--- config.mk ---
export PLATFORM = sky130hd
export DESIGN_NAME = cfgwin_base_decoder
export DESIGN_NICKNAME = d
export VERILOG_FILES = /design/src/rtl/cfgwin_pkg.sv /design/src/rtl/cfgwin_reg.sv /design/src/rtl/cfgwin_decode.sv /design/src/rtl/cfgwin_match.sv /design/src/rtl/cfgwin_base_decoder.sv
export SDC_FILE = /design/constraint.sdc
export NUM_CORES = 1
export LEC_CHECK = 0
export ABC_AREA = 1
export CORE_AREA = 8 8 124 126
export CTS_BUF_LIST = sky130_fd_sc_hd__clkbuf_4
export CTS_CLUSTER_DIAMETER = 120
export CTS_CLUSTER_SIZE = 30
export DETAILED_ROUTE_END_ITERATION = 8
export DIE_AREA = 0 0 132 134
export DONT_BUFFER_PORTS = 1
export PLACE_DENSITY = 0.43
export RECOVER_POWER = 25
export SLEW_MARGIN = 20
export SYNTH_ARGS = -nofsm -noshare
export SYNTH_HDL_FRONTEND = slang
export SYNTH_SLANG_ARGS = --single-unit
--- constraint.sdc ---
create_clock -name clk -period 3.85 [get_ports clk]
set_input_delay 0.1925 -clock clk [delete_from_list [all_inputs] [get_ports clk]]
set_output_delay 0.1925 -clock clk [all_outputs]
set_load 0.02 [all_outputs]
--- src/rtl/cfgwin_pkg.sv ---
package cfgwin_pkg;
  localparam int CW_ADDR_W = 64;

  typedef enum logic [1:0] {
    LEN_256M = 2'b00,
    LEN_128M = 2'b01,
    LEN_64M  = 2'b10,
    LEN_RSVD = 2'b11
  } win_len_e;

  typedef struct packed {
    logic                 en;
    logic                 err;
    logic [CW_ADDR_W-1:0] base;
    logic [CW_ADDR_W-1:0] size;
  } win_dec_t;
endpackage

--- src/rtl/cfgwin_reg.sv ---
module cfgwin_reg #(
  parameter int          REG_W   = 64,
  parameter logic [REG_W-1:0] RST_VAL = '0,
  localparam int         LANES   = REG_W / 8
) (
  input  logic             clk,
  input  logic             rst_n,
  input  logic             wr_en,
  input  logic [LANES-1:0] wr_be,
  input  logic [REG_W-1:0] wr_data,
  output logic [REG_W-1:0] q
);
  for (genvar g = 0; g < LANES; g++) begin : g_lane
    always_ff @(posedge clk or negedge rst_n) begin
      if (!rst_n) begin
        q[g*8 +: 8] <= RST_VAL[g*8 +: 8];
      end else if (wr_en && wr_be[g]) begin
        q[g*8 +: 8] <= wr_data[g*8 +: 8];
      end
    end
  end
endmodule

--- src/rtl/cfgwin_decode.sv ---
module cfgwin_decode
  import cfgwin_pkg::*;
#(
  parameter int ADDR_W  = CW_ADDR_W,
  parameter int EN_BIT  = 0,
  parameter int LEN_LSB = 1,
  parameter int BASE_HI = 35,
  parameter int BASE_LO = 28,
  parameter int X128_BIT = 27,
  parameter int X64_BIT  = 26,
  parameter logic [ADDR_W-1:0] RST_VAL = '0
) (
  input  logic              clk,
  input  logic              rst_n,
  input  logic [ADDR_W-1:0] reg_q,
  output win_dec_t          dec_q
);
  localparam logic [ADDR_W-1:0] ONES   = {ADDR_W{1'b1}};
  localparam logic [ADDR_W-1:0] M_BASE = (ONES >> (ADDR_W - 1 - BASE_HI)) & (ONES << BASE_LO);
  localparam logic [ADDR_W-1:0] B128   = ADDR_W'(1) << X128_BIT;
  localparam logic [ADDR_W-1:0] B64    = ADDR_W'(1) << X64_BIT;
  localparam logic [ADDR_W-1:0] SZ256  = ADDR_W'(1) << BASE_LO;

  function automatic win_dec_t decode(input logic [ADDR_W-1:0] r);
    win_dec_t d;
    win_len_e len;
    len = win_len_e'(r[LEN_LSB +: 2]);
    d = '0;
    case (len)
      LEN_256M: begin
        d.base = r & M_BASE;
        d.size = SZ256;
      end
      LEN_128M: begin
        d.base = r & (M_BASE | B128 | B64);
        d.size = B128;
      end
      LEN_64M: begin
        d.base = r & (M_BASE | B64);
        d.size = B64;
      end
      default: begin
        d.err = 1'b1;
      end
    endcase
    d.en = r[EN_BIT] && !d.err;
    return d;
  endfunction

  always_ff @(posedge clk or negedge rst_n) begin
    if (!rst_n) dec_q <= decode(RST_VAL);
    else        dec_q <= decode(reg_q);
  end
endmodule

--- src/rtl/cfgwin_match.sv ---
module cfgwin_match #(
  parameter int ADDR_W = 64
) (
  input  logic              en,
  input  logic [ADDR_W-1:0] base,
  input  logic [ADDR_W-1:0] size,
  input  logic [ADDR_W-1:0] addr,
  output logic              hit
);
  logic [ADDR_W-1:0] keep;
  always_comb begin
    keep = ~(size - ADDR_W'(1));
    hit  = en && ((addr & keep) == base);
  end
endmodule

--- src/rtl/cfgwin_base_decoder.sv ---
module cfgwin_base_decoder
  import cfgwin_pkg::*;
#(
  parameter int ADDR_W   = CW_ADDR_W,
  parameter int EN_BIT   = 0,
  parameter int LEN_LSB  = 1,
  parameter int BASE_HI  = 35,
  parameter int BASE_LO  = 28,
  parameter int X128_BIT = 27,
  parameter int X64_BIT  = 26,
  parameter logic [ADDR_W-1:0] RST_VAL = ADDR_W'(64'hB000_0000),
  localparam int LANES = ADDR_W / 8
) (
  input  logic              clk,
  input  logic              rst_n,
  input  logic              wr_en,
  input  logic [LANES-1:0]  wr_be,
  input  logic [ADDR_W-1:0] wr_data,
  output logic [ADDR_W-1:0] rd_data,
  input  logic [ADDR_W-1:0] lookup_addr,
  output logic              win_en,
  output logic [ADDR_W-1:0] win_base,
  output logic [ADDR_W-1:0] win_size,
  output logic              cfg_err,
  output logic              addr_hit
);
  logic [ADDR_W-1:0] reg_q;
  win_dec_t          dec_q;

  cfgwin_reg #(.REG_W(ADDR_W), .RST_VAL(RST_VAL)) u_reg (
    .clk(clk), .rst_n(rst_n), .wr_en(wr_en), .wr_be(wr_be),
    .wr_data(wr_data), .q(reg_q)
  );

  cfgwin_decode #(
    .ADDR_W(ADDR_W), .EN_BIT(EN_BIT), .LEN_LSB(LEN_LSB), .BASE_HI(BASE_HI),
    .BASE_LO(BASE_LO), .X128_BIT(X128_BIT), .X64_BIT(X64_BIT), .RST_VAL(RST_VAL)
  ) u_dec (
    .clk(clk), .rst_n(rst_n), .reg_q(reg_q), .dec_q(dec_q)
  );

  cfgwin_match #(.ADDR_W(ADDR_W)) u_match (
    .en(dec_q.en), .base(dec_q.base), .size(dec_q.size),
    .addr(lookup_addr), .hit(addr_hit)
  );

  assign rd_data  = reg_q;
  assign win_en   = dec_q.en;
  assign win_base = dec_q.base;
  assign win_size = dec_q.size;
  assign cfg_err  = dec_q.err;
endmodule

# == Word-level counts from Yosys, hierarchy flattened ==
# Index checks and enable logic that the tools add are counted.
# op_classes
reduce_logical,12
n_addsub,1
bitwise_logic,2
eq_ne,3
muxes,2
# op_table
cell,n
one-hot mux 100 bit (3 select lines),1
AND 64 bit,1
equality test 64 bit,1
inverter 64 bit,1
subtractor 64 x 1 -> 64 bit (second input constant),1
logical AND 1 bit,10
OR reduction 3 bit,1
equality test 2 x 1 -> 1 bit (second input constant),1
equality test 2 bit (second input constant),1
logical NOT 2 bit,1
two-way mux 1 bit,1
# totals
elab_cells,32
ff_bits,194

# == Longest topological paths before layout ==
# Gate-level depths: netlist of run 1.
# logic_depth
ltp_word,5
depth_mapped,12
mapped_depth_nobuf,12

# == Cells and area by module ==
# Synthesis of run 1 repeated with hierarchy kept, for this count alone.
# unflattened
cells_unflattened,1259
hier_area_um2,7759.9
# by_module_without_submodules
mod,instances,area_per_inst_um2,cells_each
cfgwin_match,1,3647.2,819
cfgwin_reg,1,2751.4,280
cfgwin_decode,1,1361.3,160

# == Least setup slack after synthesis of run 1 ==
# No wires, ideal clock.
# synth_timing
kind,register -> output
start,reg u_dec.dec_q[26] (netlist name)
end,out addr_hit
required_ns,3.658
arrival_ns,1.706
n_path_buf,0
path_stages_with_launch,13
setup_slack_ns,1.951
cell_sequence,dfrtp_1 inv_1 ha_1 ha_1 inv_2 nand2_1 nand2_1 nand2_1 nor2_1 nand2_1 nor2_1 nand2_1 nor2_1
# synth_via
elab_chain_len,5
# synth_lines
item,line,rtl
subtractor 64 x 1 -> 64 bit,cfgwin_match.sv:12,keep = ~(size - ADDR_W'(1));
inverter 64 bit,cfgwin_match.sv:12,
AND 64 bit,cfgwin_match.sv:13,hit = en && ((addr & keep) == base);
equality test 64 bit,cfgwin_match.sv:13,
logical AND 1 bit,cfgwin_match.sv:13,
to (decl),cfgwin_base_decoder.sv:25,output logic addr_hit
# No other way between the ends.

# == Worst setup path in the final report of run 1 ==
# layout_timing
start,reg u_dec.dec_q[26] (netlist name)
end,out addr_hit
# layout_via
elab_chain_len,5
# layout_lines
item,line
subtractor 64 x 1 -> 64 bit,cfgwin_match.sv:12
inverter 64 bit,cfgwin_match.sv:12
AND 64 bit,cfgwin_match.sv:13
equality test 64 bit,cfgwin_match.sv:13
logical AND 1 bit,cfgwin_match.sv:13
# No other way between the ends.

==> results of run 1 <==
[cell families (layout without fill, tap and decap cells)]
logic type	Yosys count	after routing	synth area share, %
buffers and inverters	145	117	24.0
AND/OR/NAND/NOR	111	111	11.1
flip-flops	79	79	48.0
multiplexers	53	53	14.6
AO/OA/AOI/OAI	13	13	1.63
adder cells (fa/ha/maj)	2	2	0.604
other	1	115	0.0906
[cells in the mapped netlist (all sizes together)]
master / count
ha: 2
nand2: 56
o21a: 1
mux2: 53
nand3: 8
a21oi: 11
conb: 1
dfstp: 7
o21ai: 1
dfrtp: 72
buf: 118
nand3b: 1
inv: 27
nor2: 46
[per-stage QoR]
stage / utilization (%) / power (mW) / area, um^2 / std cells
6_report: 35.5 / 2.20 / 4800 / 670
5_1_grt: 35.5 / 2.32 / 4800 / 670
4_1_cts: 35.7 / 2.23 / 4820 / 670
3_5_place_dp: 28.9 / 1.57 / 3900 / 580
3_3_place_gp: 28.9 / 1.56 / 3900 / 580
2_1_floorplan: - / 1.58 / 4570 / 518
[cell type report]
class / instances / area [um^2]
Sequential cell: 79 / 1990
Clock buffer: 12 / 90.1
Tap cell: 180 / 225
Clock inverter: 4 / 72.6
Multi-Input combinational cell: 294 / 1590
Inverter: 27 / 101
Fill cell: 1356 / 8710
Timing Repair Buffer: 74 / 736
[path summary, 6_finish.rpt]
path	from	end	depth (start not counted)
worst max-delay path	u_dec.dec_q[26]$_DFF_PN0_	addr_hit	12
worst min-delay path	wr_en	u_reg.q[36]$_DFFE_PN0P_	2
worst max register to register	u_reg.q[32]$_DFFE_PN0P_	u_reg.q[32]$_DFFE_PN0P_	3
worst min register to register	u_reg.q[31]$_DFFE_PN1P_	u_dec.dec_q[95]$_DFF_PN1_	2
max in group asynchronous	rst_n	u_reg.q[0]$_DFFE_PN0P_	2
min in group asynchronous	rst_n	u_reg.q[62]$_DFFE_PN0P_	2
[power breakdown]
part	internal [mW]	switching [mW]
combinational	0.168	0.240
sequential	0.960	0.266
clock	0.285	0.278
[repair_timing]
item | in CTS | in global routing
hold buffers | 74 | 0
hold endpoints to repair | 143 | 0
setup endpoints to repair | 0 | 0
[flip-flops by register name (all words and copies together) (netlist names)]
name,cells
u_dec.dec_q,15
u_reg.q,64
[layer usage]
| layer | share of wire, % | GRT usage, % |
|---|---|---|
| met1 | 31 | 10.5 |
| met2 | 52 | 21.3 |
| met3 | 15 | 8.45 |
| met4 | 1.3 | 4.59 |
| met5 | 0 | 0 |
[cells in the final DEF (no fill, tap or decap), drive strengths merged]
cell and count:
mux2 53, dfstp 7, dfrtp 72, bufinv 2
clkinvlp 1, clkbuf 13, nor2 46, nand2 56
inv 27, conb 115, o21a 1, o21ai 1
nand3b 1, dlygate4sd3 73, a21oi 11, ha 2
clkinv 1, nand3 8
==> results.md, run 1 <==
* Max Cap Viol at 1
* First-pass GRT wire length at 16900 um
* Seq/Total Area, Yosys at 48.0%
* FF+latch count, synth at 79
* Fmax at 382 MHz
* Cell Chain, Critical Path: inv_1 -> ha_1 -> ha_1 -> inv_2 -> nand2_1 -> nand2_1 -> nand2_1 -> nor2_1 -> nand2_1 -> nor2_1 -> nand2_1 -> nor2_1
* Synth cell types at 20
* Worst VDD drop at 0.223 mV
* # IOs at about 330
* Worst path top cell family by delay: simple AND/OR/NAND/NOR gates
* Die Ht at 134 um
* Worst EP required at between 3000 and 4000 ps
* P_leak at 2.35 nW
* CP Class: reg2out
* TritonRoute pass-1 iters at 4
* Reg2reg setup slack at roughly 2500 ps
* Post-route clock period utilization at 68.1%
* # DRC at 0
* Core ar. at 13500 um^2
* Area Growth Syn to Fin at 15.9%
* Slew headroom at -29.8%
* Worst Path Max Fanout at 7
* Finish-stage setup viols at 0
* Num CTS Buffers at 9
* Actual slew at the worst max-slew pin at 1950 ps
* Synthesized area per cell at 10.2 um^2
* Worst path max stage delay at 530 ps
* Setup tns final at 0 ps
* Post-Syn Instances at 404
* H-tree levels at 3
* Congestion Overflow GR at 0
* P per Cell Area at about 460 nW/um^2
* Skew-Pair Late Insertion Delay at roughly 430 ps
* Post-CTS sizing at 0
* Initial core utilization at between 30% and 40%
* Vias post-DR at 2627
* Final WS setup at 1230 ps
* Fin. max-slew vios at 80
* Worst Hold Class: in2reg
* Minimum clock period at 2620 ps
* Tot GR Track Use at 12.1%
* Top cells by area, synth: dfrtp_1, buf_4, mux2_2
* Fin Clk Skew at approximately 17 ps
* Failing checks: capacitance limit, slew limit
* Detail Placement HPWL at ~8500 um
* Via/cell ratio at roughly 3.9
* Setup Buffers After CTS at 0
* CTS tree: done
* Startpoint Class: register
* Vias in the first global route at 2946
* PortBufs at 0
* Ys Warns at 0
* Gpl congestion at 0.751
* Synth top area share at 43.5%
* Wire per inst at 16.1 um
* DR iter-0 viols at 97
* Status: finished with violations
* Die X at 132 um
* Longest Clk Path Bufs at 2
* Dpl ws at around 1700 ps
* Die footprint at roughly 18000 um^2
* CTS sink count at 79
* Hold Violations, Final at 0
* RSZ-0062 raised after global routing: no
* Ant. Diodes at 0
* Clk slew on worst S/H paths at 130 ps
* CP endpoint kind: primary output
* Hold WS at roughly 76 ps
* Syn Std Cell Area at 4140 um^2
* Routed Antenna Nets at 0
* Worst EP arrival at 2430 ps
* Final #Nets at approximately 630
* Initial antenna violation count at 0
* Root Buffer Master: clkbuf_4
* Largest net degree at the start of global routing at 80
* Most used cell along the critical path: nand2_1
* Final WL at 10800 um
* Critical-path top delay cell: dfrtp_1
* Share of layout cells above drive strength 1 at 17.8%
* Site Rows at 43
* Synth area leader: dfrtp_1
* WP buf/inv at 2
Note: power is estimated with default switching activity, not from simulation.
==> run 2: changes to the inputs <==
PLACE_DENSITY = 0.44   (was 0.43)
clock period = 2.3 ns   (was 3.85 ns; I/O delays follow)
==> results.md, run 2 (synthesis results as in run 1) <==
* Final #Nets at between 600 and 700
* Worst path max stage delay at 620 ps
* Actual slew at the worst max-slew pin at 1910 ps
* Hold Violations, Final at 0
* Post-route clock period utilization at 92.7%
* CTS sink count at 79
* H-tree levels at 3
* Routed met2 length at approximately 5700 um
* Initial antenna violation count at 1
* Worst Hold Class: in2reg
* # DRC at 0
* DRT met1 WL at roughly 3300 um
* P_leak at ~2.4 nW
* Status: finished with violations
* WP buf/inv at 1
* Max Cap Viol at 1
* Fin Clk Skew at 7.93 ps
* Largest net degree at the start of global routing at 80
* Startpoint Class: register
* Largest register by flop count: u_reg.q
* Area occupied by multi-input gates at 1630 um^2
* Core ar. at 13500 um^2
* Minimum clock period at about 2100 ps
* Die X at 132 um
* Root Buffer Master: clkbuf_4
* Gpl congestion at roughly 0.73
* Largest register FFs at 64
* Wire per inst at 15.8 um
* P_int at 2.39 mW
* PortBufs at 0
* Vias in the first global route at about 3100
* Longest Clk Path Bufs at 2
* Highest metal layer with signal wires: met5
* Clk slew on worst S/H paths at 140 ps
* Area Growth Syn to Fin at 21.0%
* Share of layout cells above drive strength 1 at 19.1%
* DR iter-0 viols at 100
* Most common cell after layout, fill and taps aside: conb_1
* Tot GR Track Use at 12.3%
* Psw at 1.33 mW
* # IOs at around 330
* Die Ht at 134 um
* Slew headroom at -27.5%
* Site Rows at 43
* Final WL at around 11000 um
* Pwr Total at 3.72 mW
* Detail Placement HPWL at ~8400 um
* Top Registers: u_reg.q x64, u_dec.dec_q x15
* Critical-path top delay cell: dfstp_2
* Sequential Power Share at a little over half
* Dpl ws at 359 ps
* Finish-stage setup viols at 0
* Die footprint at 17700 um^2
* Via/cell ratio at 3.92
* RSZ-0062 raised after global routing: yes
* Sw Ratio at a little over a third
* CP endpoint kind: primary output
* Worst EP arrival at between 2000 and 2500 ps
* Vias post-DR at 2698
* Ant. Diodes at 0
* TritonRoute pass-1 iters at 4
* CTS tree: done
* Most used cell along the critical path: nand2_1
* Worst VDD drop at ~0.35 mV
* Routed Antenna Nets at 0
* Gate power share at 21.0%
* Fmax at roughly 470 MHz
* Met3 wire length at about 1800 um
* Reg area at 1990 um^2
* Worst EP required at 2180 ps
* Final WS setup at 168 ps
* Worst path top cell family by delay: simple AND/OR/NAND/NOR gates
* First-pass GRT wire length at 17400 um
* Most frequent cells in the layout: conb_1, dlygate4sd3_1, dfrtp_1
* Fin. max-slew vios at 80
* Filler cells at 1339
* Congestion Overflow GR at 0
* Worst Path Max Fanout at 2
* Initial core utilization at 30.6%
* Skew-Pair Late Insertion Delay at 390 ps
* Utilization after layout at 37.1%
* Failing checks: capacitance limit, slew limit
* Clock network fraction of design power at 24.1%
* Num CTS Buffers at 9
* CP Class: reg2out
* P per Cell Area at approximately 740 nW/um^2
* Cell Chain, Critical Path: inv_2 -> ha_4 -> nand2_2 -> nand2_1 -> nand2_1 -> nor2_1 -> nand2_1 -> nor2_2 -> nand2_2 -> nor2_4
run 2: cell count changes in the layout (fill, tap and decap cells not counted), moves of 2 or more:
cell / previous run / this run
inv_1: 25 / 22
ha_1: 2 / 0
nor2_1: 46 / 44
clkinv_1: 0 / 2
nand2_1: 49 / 47
dlygate4sd3_1: 73 / 88
buf_4: 0 / 4
nand2_2: 6 / 8
inv_2: 2 / 4
ha_4: 0 / 2
clkbuf_4: 12 / 9
run 2: routing by layer:
metal | up-vias | track usage, %
met2 | 191 | 21.6
met5 | - | 0
li1 | 1235 | -
met1 | 1262 | 10.8
met4 | 2 | 4.66
met3 | 8 | 8.38
run 2: final timing paths:
check | from | endpoint | cells after the start | slack [ps]
max in group asynchronous | rst_n | u_dec.dec_q[129]$_DFF_PN0_ | 2 | 370
hold / removal | wr_be[2] | u_reg.q[19]$_DFFE_PN0P_ | 2 | 50
min in group asynchronous | rst_n | u_reg.q[19]$_DFFE_PN0P_ | 2 | 770
setup / recovery | u_dec.dec_q[28]$_DFF_PN1_ | addr_hit | 10 | 170
hold reg to reg | u_reg.q[29]$_DFFE_PN1P_ | u_dec.dec_q[93]$_DFF_PN1_ | 2 | 540
setup reg to reg | u_reg.q[63]$_DFFE_PN0P_ | u_reg.q[63]$_DFFE_PN0P_ | 2 | 860
run 2: stage by stage:
stage | instances | setup TNS, ps | hold WS, ps | area [um^2]
after global placement | 582 | 0 | -178 | 3910
after global routing | 688 | -25.9 | 24.9 | 5010
after floorplan | 518 | 0 | -181 | 4570
after CTS | 687 | 0 | 0.123 | 4990
final | 688 | 0 | 54.7 | 5010
after detailed placement | 582 | 0 | -178 | 3910
run 2: power groups by stage:
stage	combinational, mW	clock, mW	sequential (mW)
floorplan	0.639	0	2.00
global placement	0.547	0	2.07
detailed placement	0.561	0	2.07
CTS	0.756	0.956	2.05
global route	0.874	1.01	2.08
finish	0.783	0.899	2.04
run 2: worst register-to-register path: cells and delay by family (launching register included):
| kind | cells | cell delay [ps] |
|---|---|---|
| buf+inv | 1 | 560 |
| mux | 1 | 290 |
| flops | 1 | 490 |
run 2: area by class of cell:
cell class,count,area share (%)
repair buffers,93,18.3
flip-flops and latches,79,39.6
well taps,180,4.50
multi-input cells,294,32.5
inverters,27,2.07
clock inverters,6,1.70
clock buffers,9,1.35
run 2: what timing repair did:
action | in CTS | in global routing
pin swaps | 1 | 9
setup endpoints to repair | 1 | 1
hold endpoints to repair | 143 | 0
hold buffers | 89 | 0
buffers inserted | 1 | 1
gates resized for setup | 3 | 10
==> run 3: changes to the inputs <==
--- a/config.mk
+++ b/config.mk
@@ -6,5 +6,4 @@
 export NUM_CORES = 1
 export LEC_CHECK = 0
-export ABC_AREA = 1
 export CORE_AREA = 8 8 124 126
 export CTS_BUF_LIST = sky130_fd_sc_hd__clkbuf_4
@@ -14,5 +13,5 @@
 export DIE_AREA = 0 0 132 134
 export DONT_BUFFER_PORTS = 1
-export PLACE_DENSITY = 0.44
+export PLACE_DENSITY = 0.43
 export RECOVER_POWER = 25
 export SLEW_MARGIN = 20
==> constraint.sdc (replaced) <==
create_clock -name clk -period 2.3 [get_ports clk]
set_input_delay 0.46 -clock clk [delete_from_list [all_inputs] [get_ports clk]]
set_output_delay 0.46 -clock clk [all_outputs]
set_load 0.02 [all_outputs]
==> results.md, run 3 <==
* Status: finished with violations
* Failing checks: setup timing
* Longest Clk Path Bufs at 2
* Most frequent cells after synthesis: buf_4, dfrtp_1, mux2_2
* Largest family of logic cells by synthesized area: buffers and inverters
* PortBufs at 0
* Hold WS at between 150 and 200 ps
* Finish-stage setup viols at 1
* Non-Filler Cell Area, Final at 4090 um^2
* Post-synth EDFFs at 0
* Worst Path Max Fanout at 2
* TritonRoute pass-1 iters at 4
* P_leak at 1.91 nW
* Routed Antenna Nets at 0
* Most common cell in the synthesized netlist: buf_4
* Detail Placement HPWL at between 8000 and 9000 um
* Reg area at 1990 um^2
* Share of layout cells above drive strength 1 at 29.4%
* Seq/Total Area, Yosys at 49.4%
* First-pass GRT wire length at roughly 15000 um
* Top cells by area, synth: dfrtp_1, buf_4, mux2_2
* Synth Area in XOR/XNOR at 0.653%
* Worst EP arrival at 2170 ps
* Post-synth ARST share at 100%
* Synthesized-area fraction occupied by and/or/nand/nor cells at under 10%
* Initial core utilization at approximately 30%
* Tot GR Track Use at 11.3%
* Final WS setup at -334 ps
* DRT met1 WL at between 3000 and 4000 um
* Largest register FFs at 64
* Worst EP required at 1840 ps
* Met3 wire length at 1550 um
* Setup tns final at -334 ps
* Fmax at 380 MHz
* Final WL at 10400 um
* Area Growth Syn to Fin at 1.77%
* Synth area leader: dfrtp_1
* Synth cell types at 33
* # DRC at 0
* Initial antenna violation count at 1
* Gpl congestion at between 0.7 and 0.8
* Pwr Total at roughly 3.6 mW
* H-tree levels at 3
* Top Registers: u_reg.q x64, u_dec.dec_q x15
* Hold Violations, Final at 0
* Largest net degree at the start of global routing at 80
* Worst VDD drop at 0.368 mV
* Skew-Pair Late Insertion Delay at roughly 410 ps
* Mux contribution to synthesized area at around 18%
* Post-DP Area at 3880 um^2
* Actual slew at the worst max-slew pin at 1070 ps
* Minimum clock period at 2630 ps
* Via/cell ratio at approximately 3.9
* Most frequent cells in the layout: conb_1, dfrtp_1, mux2_2
* Max Cap Viol at 0
* Synth top area share at 44.8%
* Filler cells at 1445
* Syn Std Cell Area at 4020 um^2
* Die X at around 130 um
* Core ar. at roughly 14000 um^2
* Fin. max-slew vios at 0
* Ys Warns at 0
* Congestion Overflow GR at 0
* Synthesized area per cell at 12.0 um^2
* CTS tree: done
* Root Buffer Master: clkbuf_4
* DR iter-0 viols at 30
* Fin Clk Skew at 14.8 ps
* Final #Nets at a little under 500
* Worst Hold Class: in2reg
* Compound-Gate Fraction of Synth Area at 2.18%
* Startpoint Class: register
* Die footprint at roughly 18000 um^2
* Vias post-DR at 2130
* FF+latch count, synth at 79
* Setup Buffers After CTS at 0
* # IOs at 334
* Site Rows at between 40 and 50
* Post-Syn Instances at 335
* Post-synth top flop: dfrtp_1
* Die Ht at 134 um
* P per Cell Area at between 800 and 900 nW/um^2
* Largest register by flop count: u_reg.q
* CP endpoint kind: primary output
* Wire per inst at 19.2 um
* Highest metal layer with signal wires: met5
* Ant. Diodes at 0
* Adder-cell share of the synthesized area at less than 1%
* Clk slew on worst S/H paths at 120 ps
* CP Class: reg2out
* CTS sink count at 79
* Routed met2 length at 5530 um
* Slew headroom at 28.9%
* Area occupied by multi-input gates at around 1600 um^2
* Post-route clock period utilization at 115%
* RSZ-0062 raised after global routing: yes
* Num CTS Buffers at 9
* Vias in the first global route at around 2500
* Most common cell after layout, fill and taps aside: conb_1
run 3: report_power, final:
group	switching (mW)	internal, mW
sequential	0.432	1.61
clock	0.453	0.477
combinational	0.387	0.247
total	1.27	2.33
run 3: through the flow:
stage,setup slack [ps],std cells,utilization [%]
floorplan,26.5,449,-
global placement,-71.1,522,28.8
detailed placement,-114,522,28.8
CTS,-451,540,30.3
global route,-497,540,30.3
finish,-334,540,30.3
run 3: cell type report:
cell class / instances / area share (%)
Multi-Input combinational cell: 244 / 38.9
Sequential cell: 79 / 48.5
Inverter: 9 / 0.825
Tap cell: 180 / 5.50
Clock buffer: 12 / 2.20
Clock inverter: 4 / 1.77
Timing Repair Buffer: 12 / 2.26
run 3: critical path, cell delays in order, from the launching register on:
cell and delay [ps]:
dfstp_2 540, inv_1 40, ha_1 280, nand2_1 70
xor2_1 140, nand4_1 200, nor4_4 320, buf_4 180
run 3: logic make-up (layout without fill, tap and decap cells):
| family | Yosys count | in the layout |
|---|---|---|
| buffers and inverters | 126 | 37 |
| DFF | 79 | 79 |
| and+or+nand+nor | 47 | 47 |
| other | 1 | 115 |
| xor gates and xnor gates | 3 | 3 |
| AOI/OAI and AO/OA | 12 | 12 |
| adders and majority gates | 2 | 2 |
| muxes | 65 | 65 |
run 3: what timing repair did:
| action | CTS | global route |
|---|---|---|
| hold buffers | 2 | 0 |
| pin swaps | 4 | 0 |
| resized for setup | 1 | 5 |
| hold endpoints to repair | 79 | 0 |
| endpoints found under the setup margin | 1 | 1 |
run 3: layer usage:
| metal | track usage [%] | vias to the layer above |
|---|---|---|
| met2 | 20.4 | 173 |
| met1 | 9.79 | 1022 |
| met3 | 6.99 | 11 |
| li1 | - | 922 |
| met4 | 5.17 | 2 |
| met5 | 0 | - |
run 3: final timing paths:
check / slack (ps) / start / end / depth (start not counted)
max in group asynchronous: 800 / rst_n / u_reg.q[27]$_DFFE_PN0P_ / 2
min reg2reg: 640 / u_reg.q[29]$_DFFE_PN1P_ / u_dec.dec_q[93]$_DFF_PN1_ / 1
min: 180 / wr_data[55] / u_reg.q[55]$_DFFE_PN0P_ / 1
min in group asynchronous: 790 / rst_n / u_reg.q[16]$_DFFE_PN0P_ / 2
max: -330 / u_dec.dec_q[28]$_DFF_PN1_ / addr_hit / 7
max reg2reg: 1120 / u_reg.q[2]$_DFFE_PN0P_ / u_dec.dec_q[94]$_DFF_PN0_ / 2
